## src/rtl/tdm_tx_pkg.sv

```systemverilog
`timescale 1ns/1ps
package tdm_tx_pkg;

    localparam int unsigned WORD_MAX = 24;

    typedef enum logic [1:0] {
        FMT_PLAIN = 2'd0,
        FMT_I2S   = 2'd1,
        FMT_DSPA  = 2'd2,
        FMT_RSVD  = 2'd3
    } fmt_e;

    // word width in bits for a width code; codes past 4 select the widest
    function automatic logic [4:0] word_bits(input logic [2:0] code);
        case (code)
            3'd0:    return 5'd8;
            3'd1:    return 5'd12;
            3'd2:    return 5'd16;
            3'd3:    return 5'd20;
            default: return 5'd24;
        endcase
    endfunction

endpackage

```

## src/rtl/tdm_tx_frame_seq.sv

```systemverilog
`timescale 1ns/1ps
module tdm_tx_frame_seq #(
    parameter int MAX_SLOTS = 8,
    parameter int SLOT_MAX  = 32,
    localparam int CNT_W   = $clog2(MAX_SLOTS + 1),
    localparam int SLOT_IW = $clog2(MAX_SLOTS),
    localparam int BIT_W   = $clog2(SLOT_MAX + 1)
) (
    input  logic               clk,
    input  logic               rst_n,
    input  logic               en,
    input  logic               tick,
    input  logic               fs_early,
    input  logic               fs_word,
    input  logic [CNT_W-1:0]   slots,
    input  logic [BIT_W-1:0]   slot_len,
    output logic               step,
    output logic               lead,
    output logic               slot_start,
    output logic [SLOT_IW-1:0] cur_slot,
    output logic [BIT_W-1:0]   cur_bit,
    output logic               fs_now
);

    typedef struct packed {
        logic [SLOT_IW-1:0] slot;
        logic [BIT_W-1:0]   bitn;
        logic               primed;
    } seq_t;

    seq_t seq_q, seq_d;

    logic               run_c;
    logic               last_bit_c;
    logic               last_slot_c;
    logic [BIT_W-1:0]   nbit_c;
    logic [SLOT_IW-1:0] nslot_c;
    logic               cur_fs_c;
    logic               nxt_fs_c;

    always_comb begin
        run_c       = en && (seq_q.primed || !fs_early);
        step        = tick && run_c;
        lead        = tick && en && !run_c;
        last_bit_c  = (seq_q.bitn == slot_len - 1'b1);
        last_slot_c = (seq_q.slot == SLOT_IW'(slots - 1'b1));
        nbit_c      = last_bit_c ? '0 : seq_q.bitn + 1'b1;
        nslot_c     = last_bit_c ? (last_slot_c ? '0 : seq_q.slot + 1'b1) : seq_q.slot;
        cur_fs_c    = (seq_q.slot == '0) && (fs_word || (seq_q.bitn == '0));
        nxt_fs_c    = (nslot_c == '0) && (fs_word || (nbit_c == '0));
        fs_now      = lead ? 1'b1 : (fs_early ? nxt_fs_c : cur_fs_c);
        slot_start  = step && (seq_q.bitn == '0);
        cur_slot    = seq_q.slot;
        cur_bit     = seq_q.bitn;

        seq_d = seq_q;
        if (!en) begin
            seq_d = '0;
        end else if (lead) begin
            seq_d.primed = 1'b1;
        end else if (step) begin
            seq_d.slot = nslot_c;
            seq_d.bitn = nbit_c;
        end
    end

    always_ff @(posedge clk or negedge rst_n) begin
        if (!rst_n) seq_q <= '0;
        else        seq_q <= seq_d;
    end

endmodule

```

## src/rtl/tdm_tx_lane.sv

```systemverilog
`timescale 1ns/1ps
module tdm_tx_lane
    import tdm_tx_pkg::*;
#(
    parameter int BIT_W = 6
) (
    input  logic                clk,
    input  logic                rst_n,
    input  logic                en,
    input  logic                step,
    input  logic                lead,
    input  logic                slot_start,
    input  logic                slot_on,
    input  logic [BIT_W-1:0]    cur_bit,
    input  logic [4:0]          wbits,
    input  logic                pad_en,
    input  logic                fs_now,
    input  logic                fs_low,
    input  logic                in_valid,
    input  logic [WORD_MAX-1:0] in_data,
    input  logic                urun_clr,
    output logic                in_ready,
    output logic                sd_out,
    output logic                sd_oe,
    output logic                fs_out,
    output logic                urun
);

    typedef struct packed {
        logic [WORD_MAX-1:0] word;
        logic                sd;
        logic                oe;
        logic                fs;
        logic                urun;
    } lane_t;

    lane_t lane_q, lane_d;

    logic                take_c;
    logic [WORD_MAX-1:0] loaded_c;
    logic [WORD_MAX-1:0] cur_c;
    logic [BIT_W-1:0]    wlim_c;

    always_comb begin
        in_ready = slot_start && slot_on;
        take_c   = in_ready && in_valid;
        loaded_c = take_c ? (in_data << (5'(WORD_MAX) - wbits)) : '0;
        cur_c    = slot_start ? loaded_c : lane_q.word;
        wlim_c   = BIT_W'(wbits);

        lane_d = lane_q;
        if (!en) begin
            lane_d.word = '0;
            lane_d.sd   = 1'b0;
            lane_d.oe   = 1'b0;
            lane_d.fs   = fs_low;
        end else if (lead) begin
            lane_d.sd = 1'b0;
            lane_d.oe = 1'b0;
            lane_d.fs = fs_now ^ fs_low;
        end else if (step) begin
            lane_d.word = cur_c << 1;
            lane_d.oe   = slot_on;
            if (!slot_on)             lane_d.sd = 1'b0;
            else if (cur_bit < wlim_c) lane_d.sd = cur_c[WORD_MAX-1];
            else                      lane_d.sd = pad_en ? 1'b0 : lane_q.sd;
            lane_d.fs   = fs_now ^ fs_low;
        end

        if (in_ready && !in_valid) lane_d.urun = 1'b1;
        else if (urun_clr)         lane_d.urun = 1'b0;
    end

    always_ff @(posedge clk or negedge rst_n) begin
        if (!rst_n) lane_q <= '0;
        else        lane_q <= lane_d;
    end

    assign sd_out = lane_q.sd;
    assign sd_oe  = lane_q.oe;
    assign fs_out = lane_q.fs;
    assign urun   = lane_q.urun;

endmodule

```

## src/rtl/tdm_net_tx.sv

```systemverilog
`timescale 1ns/1ps
module tdm_net_tx
    import tdm_tx_pkg::*;
#(
    parameter int MAX_SLOTS = 8,
    parameter int SLOT_MAX  = 32,
    localparam int CNT_W   = $clog2(MAX_SLOTS + 1),
    localparam int SLOT_IW = $clog2(MAX_SLOTS),
    localparam int BIT_W   = $clog2(SLOT_MAX + 1)
) (
    input  logic                 clk,
    input  logic                 rst_n,
    input  logic                 en,
    input  logic                 rise_tick,
    input  logic                 fall_tick,
    input  logic [1:0]           cfg_fmt,
    input  logic                 cfg_inv_bclk,
    input  logic                 cfg_inv_fs,
    input  logic                 cfg_fs_bit,
    input  logic                 cfg_fs_early,
    input  logic                 cfg_pad_en,
    input  logic [2:0]           cfg_wlen,
    input  logic [CNT_W-1:0]     cfg_slots,
    input  logic [BIT_W-1:0]     cfg_slot_len,
    input  logic [MAX_SLOTS-1:0] cfg_mask,
    input  logic                 in_valid,
    input  logic [WORD_MAX-1:0]  in_data,
    output logic                 in_ready,
    input  logic                 urun_clr,
    output logic                 sd_out,
    output logic                 sd_oe,
    output logic                 fs_out,
    output logic                 urun
);

    fmt_e               fmt_c;
    logic               bclk_low_c;
    logic               fs_low_c;
    logic               tick_c;
    logic               fs_word_c;
    logic               slot_on_c;
    logic [4:0]         wbits_c;

    logic               step_w;
    logic               lead_w;
    logic               slot_start_w;
    logic [SLOT_IW-1:0] cur_slot_w;
    logic [BIT_W-1:0]   cur_bit_w;
    logic               fs_now_w;

    always_comb begin
        fmt_c      = fmt_e'(cfg_fmt);
        bclk_low_c = ((fmt_c == FMT_I2S) || (fmt_c == FMT_DSPA)) ^ cfg_inv_bclk;
        fs_low_c   = (fmt_c == FMT_I2S) ^ cfg_inv_fs;
        tick_c     = bclk_low_c ? rise_tick : fall_tick;
        fs_word_c  = !cfg_fs_bit && (fmt_c != FMT_DSPA);
        slot_on_c  = cfg_mask[cur_slot_w];
        wbits_c    = word_bits(cfg_wlen);
    end

    tdm_tx_frame_seq #(
        .MAX_SLOTS (MAX_SLOTS),
        .SLOT_MAX  (SLOT_MAX)
    ) u_seq (
        .clk        (clk),
        .rst_n      (rst_n),
        .en         (en),
        .tick       (tick_c),
        .fs_early   (cfg_fs_early),
        .fs_word    (fs_word_c),
        .slots      (cfg_slots),
        .slot_len   (cfg_slot_len),
        .step       (step_w),
        .lead       (lead_w),
        .slot_start (slot_start_w),
        .cur_slot   (cur_slot_w),
        .cur_bit    (cur_bit_w),
        .fs_now     (fs_now_w)
    );

    tdm_tx_lane #(
        .BIT_W (BIT_W)
    ) u_lane (
        .clk        (clk),
        .rst_n      (rst_n),
        .en         (en),
        .step       (step_w),
        .lead       (lead_w),
        .slot_start (slot_start_w),
        .slot_on    (slot_on_c),
        .cur_bit    (cur_bit_w),
        .wbits      (wbits_c),
        .pad_en     (cfg_pad_en),
        .fs_now     (fs_now_w),
        .fs_low     (fs_low_c),
        .in_valid   (in_valid),
        .in_data    (in_data),
        .urun_clr   (urun_clr),
        .in_ready   (in_ready),
        .sd_out     (sd_out),
        .sd_oe      (sd_oe),
        .fs_out     (fs_out),
        .urun       (urun)
    );

endmodule

```

## config.mk

```make
export PLATFORM = sky130hd
export DESIGN_NAME = tdm_net_tx
export DESIGN_NICKNAME = d
export VERILOG_FILES = /design/src/rtl/tdm_tx_pkg.sv /design/src/rtl/tdm_tx_frame_seq.sv /design/src/rtl/tdm_tx_lane.sv /design/src/rtl/tdm_net_tx.sv
export SDC_FILE = /design/constraint.sdc
export NUM_CORES = 1
export LEC_CHECK = 0
export BUFFER_PORTS_ARGS = -buffer_cell sky130_fd_sc_hd__buf_2
export CORE_MARGIN = 2
export CORE_UTILIZATION = 31
export DETAILED_ROUTE_END_ITERATION = 12
export PLACE_DENSITY = 0.51
export SKIP_LAST_GASP = 1
export SLEW_MARGIN = 10
export SYNTH_ARGS = -nofsm -noshare
export SYNTH_HDL_FRONTEND = slang
export SYNTH_HIERARCHICAL = 1
export SYNTH_SLANG_ARGS = --single-unit
```

## constraint.sdc

```tcl
create_clock -name clk -period 2.5 [get_ports clk]
set_input_delay 0.375 -clock clk [delete_from_list [all_inputs] [get_ports clk]]
set_output_delay 0.375 -clock clk [all_outputs]
set_load 0.02 [all_outputs]
```

# Yosys cells after proc, flatten, opt, wreduce, memory -nomap -nowiden
# Index checks and enable logic that the tools add are counted.
[classes]
n_addsub = 5
n_mul = 0
div_mod_pow = 0
magnitude_cmp = 2
n_eq_ne = 13
n_shift = 1
muxes = 24
n_bitwise = 3
reduce_logical = 27
[ops]
columns = ["cell", "n"]
rows = [
  ["$mux W24", 3],
  ["$mux W27", 2],
  ["$shl A24 B5 Y24", 1],
  ["$pmux W5 S4", 1],
  ["$mux W9", 2],
  ["$logic_not A6 Y1", 2],
  ["$logic_and A1 B1 Y1", 11],
  ["$mux W1", 10],
  ["$mux W10", 1],
  ["$logic_not A3 Y1", 3],
  ["$mux W3", 3],
  ["$add A6 B1 Y6 const B", 1],
  ["$eq A3 B2 Y1 const B", 2],
  ["$eq A6 B6 Y1", 1],
  ["$lt A6 B5 Y1", 1],
  ["$mux W6", 1],
  ["$sub A6 B1 Y6 const B", 1],
  ["$ne A5 B5 Y1 const B", 1],
  ["$sub A5 B5 Y5 const A", 1],
  ["$logic_not A1 Y1", 4],
  ["$logic_or A1 B1 Y1", 4],
  ["$lt A3 B4 Y1 const B", 1],
  ["$ne A2 B1 Y1 const B", 2],
  ["$ne A2 B2 Y1 const B", 2],
  ["other kinds (11)", 14],
]
[word_totals]
ff_bits = 38
latch_bits = 0
mem_bits_rw = 0
romBits = 0
input_bits = 59
wordCells = 83
n_memories = 0

# Logic depth before layout (Yosys ltp)
[depth]
word_depth = 15
ltp_mapped = 12

# Modules after synthesis
# Netlist, hierarchy kept.
[by_module_without_submodules]
columns = ["mod", "n_inst", "cells_each", "area_each_um2", "seq_area_each_um2"]
rows = [
  ["tdm_tx_lane", 1, 258, 2617.5, 675.6],
  ["tdm_tx_frame_seq", 1, 125, 1011.0, 250.2],
  ["tdm_net_tx", 1, 15, 151.4, 0.0],
]

# Worst setup path after synthesis
# Ideal clock, no wire load.
[synth_path]
path_type = "input to register"
startpoint = "in cfg_fmt[0]"
endpoint = "reg u_lane/lane_q[22] in the netlist's numbering"
setup_ns = 0.087
t_arrival_ns = 2.470
required_time_ns = 2.413
setup_slack_ns = -0.057
stages = 12
cell_sequence = "inv_1 > ha_1 > xor2_1 > mux2_2 > nand3_1 > inv_1 > clkbuf_1 > nand3_1 > nor2_1 > clkbuf_1 > a22oi_1 > o211ai_1"
[synth_via]
elab_chain_len = 13
word_cells_on_any_way = 19
[synth_lines]
columns = ["element", "line", "text"]
rows = [
  ["start: declaration", "tdm_net_tx.sv:16", "input logic [1:0] cfg_fmt,"],
  ["$eq A2 B1 Y1 / $eq A2 B2 Y1 (equally long branches)", "tdm_net_tx.sv:53", "bclk_low_c = ((fmt_c == FMT_I2S) || (fmt_c == FMT_DSPA)) ^ cfg_inv_bclk;"],
  ["$logic_or A1 B1 Y1 *", "tdm_net_tx.sv:53", ""],
  ["$xor A1 B1 Y1 *", "tdm_net_tx.sv:53", ""],
  ["$mux W1 *", "tdm_net_tx.sv:55", "tick_c = bclk_low_c ? rise_tick : fall_tick;"],
  ["via tick_c", "tdm_net_tx.sv:39", "logic tick_c;"],
  ["$logic_and A1 B1 Y1 *", "tdm_tx_frame_seq.sv:43", "step = tick && run_c;"],
  ["via step_w", "tdm_net_tx.sv:44", "logic step_w;"],
  ["$logic_and A1 B1 Y1", "tdm_tx_frame_seq.sv:52", "slot_start = step && (seq_q.bitn == '0);"],
  ["$logic_and A1 B1 Y1", "tdm_tx_lane.sv:45", "in_ready = slot_start && slot_on;"],
  ["$logic_and A1 B1 Y1", "tdm_tx_lane.sv:46", "take_c = in_ready && in_valid;"],
  ["$mux W24", "tdm_tx_lane.sv:47", "loaded_c = take_c ? (in_data << (5'(WORD_MAX) - wbits)) : '0;"],
  ["$mux W24", "tdm_tx_lane.sv:48", "cur_c = slot_start ? loaded_c : lane_q.word;"],
  ["$mux W27", "tdm_tx_lane.sv:61", "end else if (step) begin"],
  ["$mux W24", "tdm_tx_lane.sv:57", "end else if (lead) begin"],
  ["$mux W27", "tdm_tx_lane.sv:52", "if (!en) begin"],
  ["end signal: assignment", "tdm_tx_lane.sv:76", "else lane_q <= lane_d;"],
  ["end: declaration", "tdm_tx_lane.sv:37", "lane_t lane_q, lane_d;"],
]
# Mark *: on every way through the listed nets, which the timed path passes. The rest lies on a longest branch. The select of a mux whose other input is x is not followed.
# A chain may end at the register's enable or synchronous reset.

# Final worst setup path
[layout_path]
startpoint = "in cfg_fmt[0]"
endpoint = "out in_ready"
[layout_via]
elab_chain_len = 7
word_cells_on_any_way = 8
[layout_lines]
columns = ["element", "line", "text"]
rows = [
  ["$eq A2 B1 Y1 / $eq A2 B2 Y1 (equally long branches)", "tdm_net_tx.sv:53", ""],
  ["$logic_or A1 B1 Y1 *", "tdm_net_tx.sv:53", ""],
  ["$xor A1 B1 Y1 *", "tdm_net_tx.sv:53", ""],
  ["$mux W1 *", "tdm_net_tx.sv:55", ""],
  ["via tick_c", "tdm_net_tx.sv:39", ""],
  ["$logic_and A1 B1 Y1 *", "tdm_tx_frame_seq.sv:43", ""],
  ["$logic_and A1 B1 Y1 *", "tdm_tx_frame_seq.sv:52", ""],
  ["via slot_start_w", "tdm_net_tx.sv:46", "logic slot_start_w;"],
  ["$logic_and A1 B1 Y1 *", "tdm_tx_lane.sv:45", ""],
  ["end: declaration", "tdm_net_tx.sv:28", "output logic in_ready,"],
]
# Mark *: on every way through the listed nets, which the timed path passes. The rest lies on a longest branch.

==> summary.txt <==
status = finished clean
# resized after CTS = 1
Area contributors post-synth = dfrtp_1 (24%), mux4_2 (11%), mux2i_1 (5.0%)
total area of sequential cells = 925.9 sq um
fin util = 38.53%
core area = 11960 sq um
vias in the first global route = 3470
post-synthesis mux area share = 22.81%
Multi-input gate area = 2601 sq um
fillers = 1233
Die Area = 13090 sq um
post-route cell area = 4608 sq um
Clk pwr share = 35.2%
maximum fanout along the worst path = 4
Logic pwr share = 35.7%
Layout area overhead = 21.91%
Yosys cell types = 73
CTS tree = built
crit path launch type = primary input
hold slack = 0.2250 ns
sequential power share = 29.1%
drt pass-1 iters = 4
Hold Path Class = primary input to async pin
Critical Path Source = cfg_fmt[0]
antenna cells = 0
vias per cell = 5.362
adder-cell share of the synthesized area = 4.303%
CP endpoint kind = primary output
synthesized area per cell = 9.497 sq um
Hold Buf Count CTS = 0
CTS Buf Count = 5
MaxCap Viol Count = 0
via count = 3378
start of the worst register-to-register path = u_seq/cur_bit[0]
Post-synth EDFFs = 0
Final Skew = 0.009411 ns
largest net degree at the start of global routing = 38
hpwl dp = 8.143 mm
fmax = 420.3 MHz
Sw Ratio = 31.99%
Ys Warns = 6
final worst path period share = 95.16%
Sink Count = 37
gr ovfl total = 0
crit path kind = primary input to primary output
Post-Synth XOR/XNOR Area = 4.568%
P_leak = 0.002049 uW
Psw = 691.9 uW
Die Ht = 114.4 um
antenna violations before repair = 0
Starting Density = 31.60%
most frequent cells in the layout = buf_2 (62), buf_4 (38), dfrtp_1 (37)
CTS clock-pin slew for the worst setup and hold paths = 0.06 ns
PwrDens = 469.3 nW/um^2
die width = 114.4 um
Yosys top cell by area = dfrtp_1
worst slew pin tran = 0.9118 ns
I/O pin count = 64
r2r setup slk = 0.16 ns
DRT iter0 DRCs = 116
ys flop type = dfrtp_1
ANT nets after route = 0
CP required = 2.12 ns
Worst-Skew Late Latency = 0.28 ns
Synth Instances = 398
CTS root buffer = clkbuf_16
final net count = 554
Placed Area = 4408 sq um
VDD IR max = 264.1 uV
RSZ-0062 raised after global routing = no
postcts setup bufs = 0
first-pass GRT wire length = 17.44 mm
GP Congestion = 0.8464
Synth Area in Compound Gates = 21.81%
H-tree depth = 2
Pint = 1471 uW
port bufs = 62
DRC viols = 0
largest family of logic cells by synthesized area = multiplexers
share of cells above drive strength 1 = 33.95%
mapped cell area = 3780 sq um
critical path arrival = 2.00 ns
# setup viols final = 0
slew margin rel. = 39.22%
clk buf depth = 2
#FFs+latches synth = 37
Yosys top cell area share = 24.50%
max-slew violations = 0
total track usage = 16.62%
Post-Synth Simple-Gate Area = 13.94%
post-route minimum period = 2.379 ns
Total Wirelength = 10.35 mm
Seq/Total Area, Yosys = 24.50%
commonest non-fill, non-tap cell in the layout = buf_2
Hold Vio Cnt, Final = 0
Post-synth ARST share = 100.0%
FP Rows = 40
routed len/inst = 16.42 um
## critical path, stage by stage
cell     delay (ns)
buf_2          0.09
inv_1          0.04
ha_1           0.29
xor2_1         0.17
mux2_2         0.37
nand3_1        0.18
nor2_4         0.07
nand2_1        0.09
inv_1          0.05
buf_4          0.14
buf_2          0.16
## path summary, 6_finish.rpt
check                                    to  cells after the start
min in group clk                u_lane/urun                      2
hold reg to reg              u_seq/seq_q[0]                      1
setup reg to reg              u_lane/fs_out                     10
max in group asynchronous  u_lane/lane_q[6]                      1
hold / removal                  u_lane/urun                      1
setup / recovery                   in_ready                     11
## cells by family (layout without fill, tap and decap cells)
| logic type | count (synthesis) | after routing |
|---|---|---|
| AO/OA/AOI/OAI | 112 | 112 |
| XOR/XNOR | 18 | 18 |
| adder cells (fa/ha/maj) | 13 | 13 |
| buffers and inverters | 58 | 137 |
| flip-flops | 37 | 37 |
| multiplexers | 55 | 55 |
| other | 1 | 7 |
| AND/OR/NAND/NOR | 104 | 104 |
## flip-flops by register name, summed over array words and instances, names as in the netlist
name / flops
u_lane/fs_out: 1
u_lane/lane_q: 23
u_lane/sd_oe: 1
u_lane/sd_out: 1
u_lane/urun: 1
u_seq/cur_bit: 6
u_seq/cur_slot: 3
u_seq/seq_q: 1
## layout make-up
class                           count  share of cell area, %
Multi-Input combinational cell    309                  56.45
Sequential cell                    37                  20.09
Timing Repair Buffer              101                  13.36
Tap cell                          147                  3.991
Clock buffer                        6                  3.014
Inverter                           28                  2.281
Clock inverter                      2                 0.8146
## metrics by stage
step | setup slack (ns) | TNS, ns | total power (uW) | instances
after floorplan | 0.01799 | 0 | 1148 | 404
after global placement | -0.1680 | -2.193 | 1389 | 622
after detailed placement | -0.2144 | -2.880 | 1393 | 622
after CTS | 0.03785 | 0 | 2167 | 630
after global routing | 0.002998 | 0 | 2283 | 630
final | 0.1209 | 0 | 2163 | 630
## metal layers
metal | wire (um) | vias to the layer above | GRT usage (%)
li1 | - | 1663 | -
met1 | 4980 | 1651 | 23.25
met2 | 4970 | 55 | 27.26
met3 | 313 | 9 | 2.382
met4 | 81 | 0 | 3.740
met5 | 0 | - | 0
## power by group through the flow
stage	Sequential, uW	Combinational (uW)	Clock (uW)
after floorplan	650	498	0
after global placement	639	750	0
after detailed placement	640	753	0
after CTS	629	759	780
after global routing	631	849	803
final	629	772	761
## synthesized netlist by cell type (all sizes together) (7+ instances only)
cell,instances
dfrtp,37
a21oi,7
ha,13
xor2,10
xnor2,7
clkbuf,9
mux2i,20
mux2,14
inv,28
nand2,34
o211ai,7
nand3,10
nor2,21
nor3,11
a22oi,19
buf,21
nand2b,7
mux4,21
o21ai,25
No activity file was read; power rests on OpenSTA's default activity.
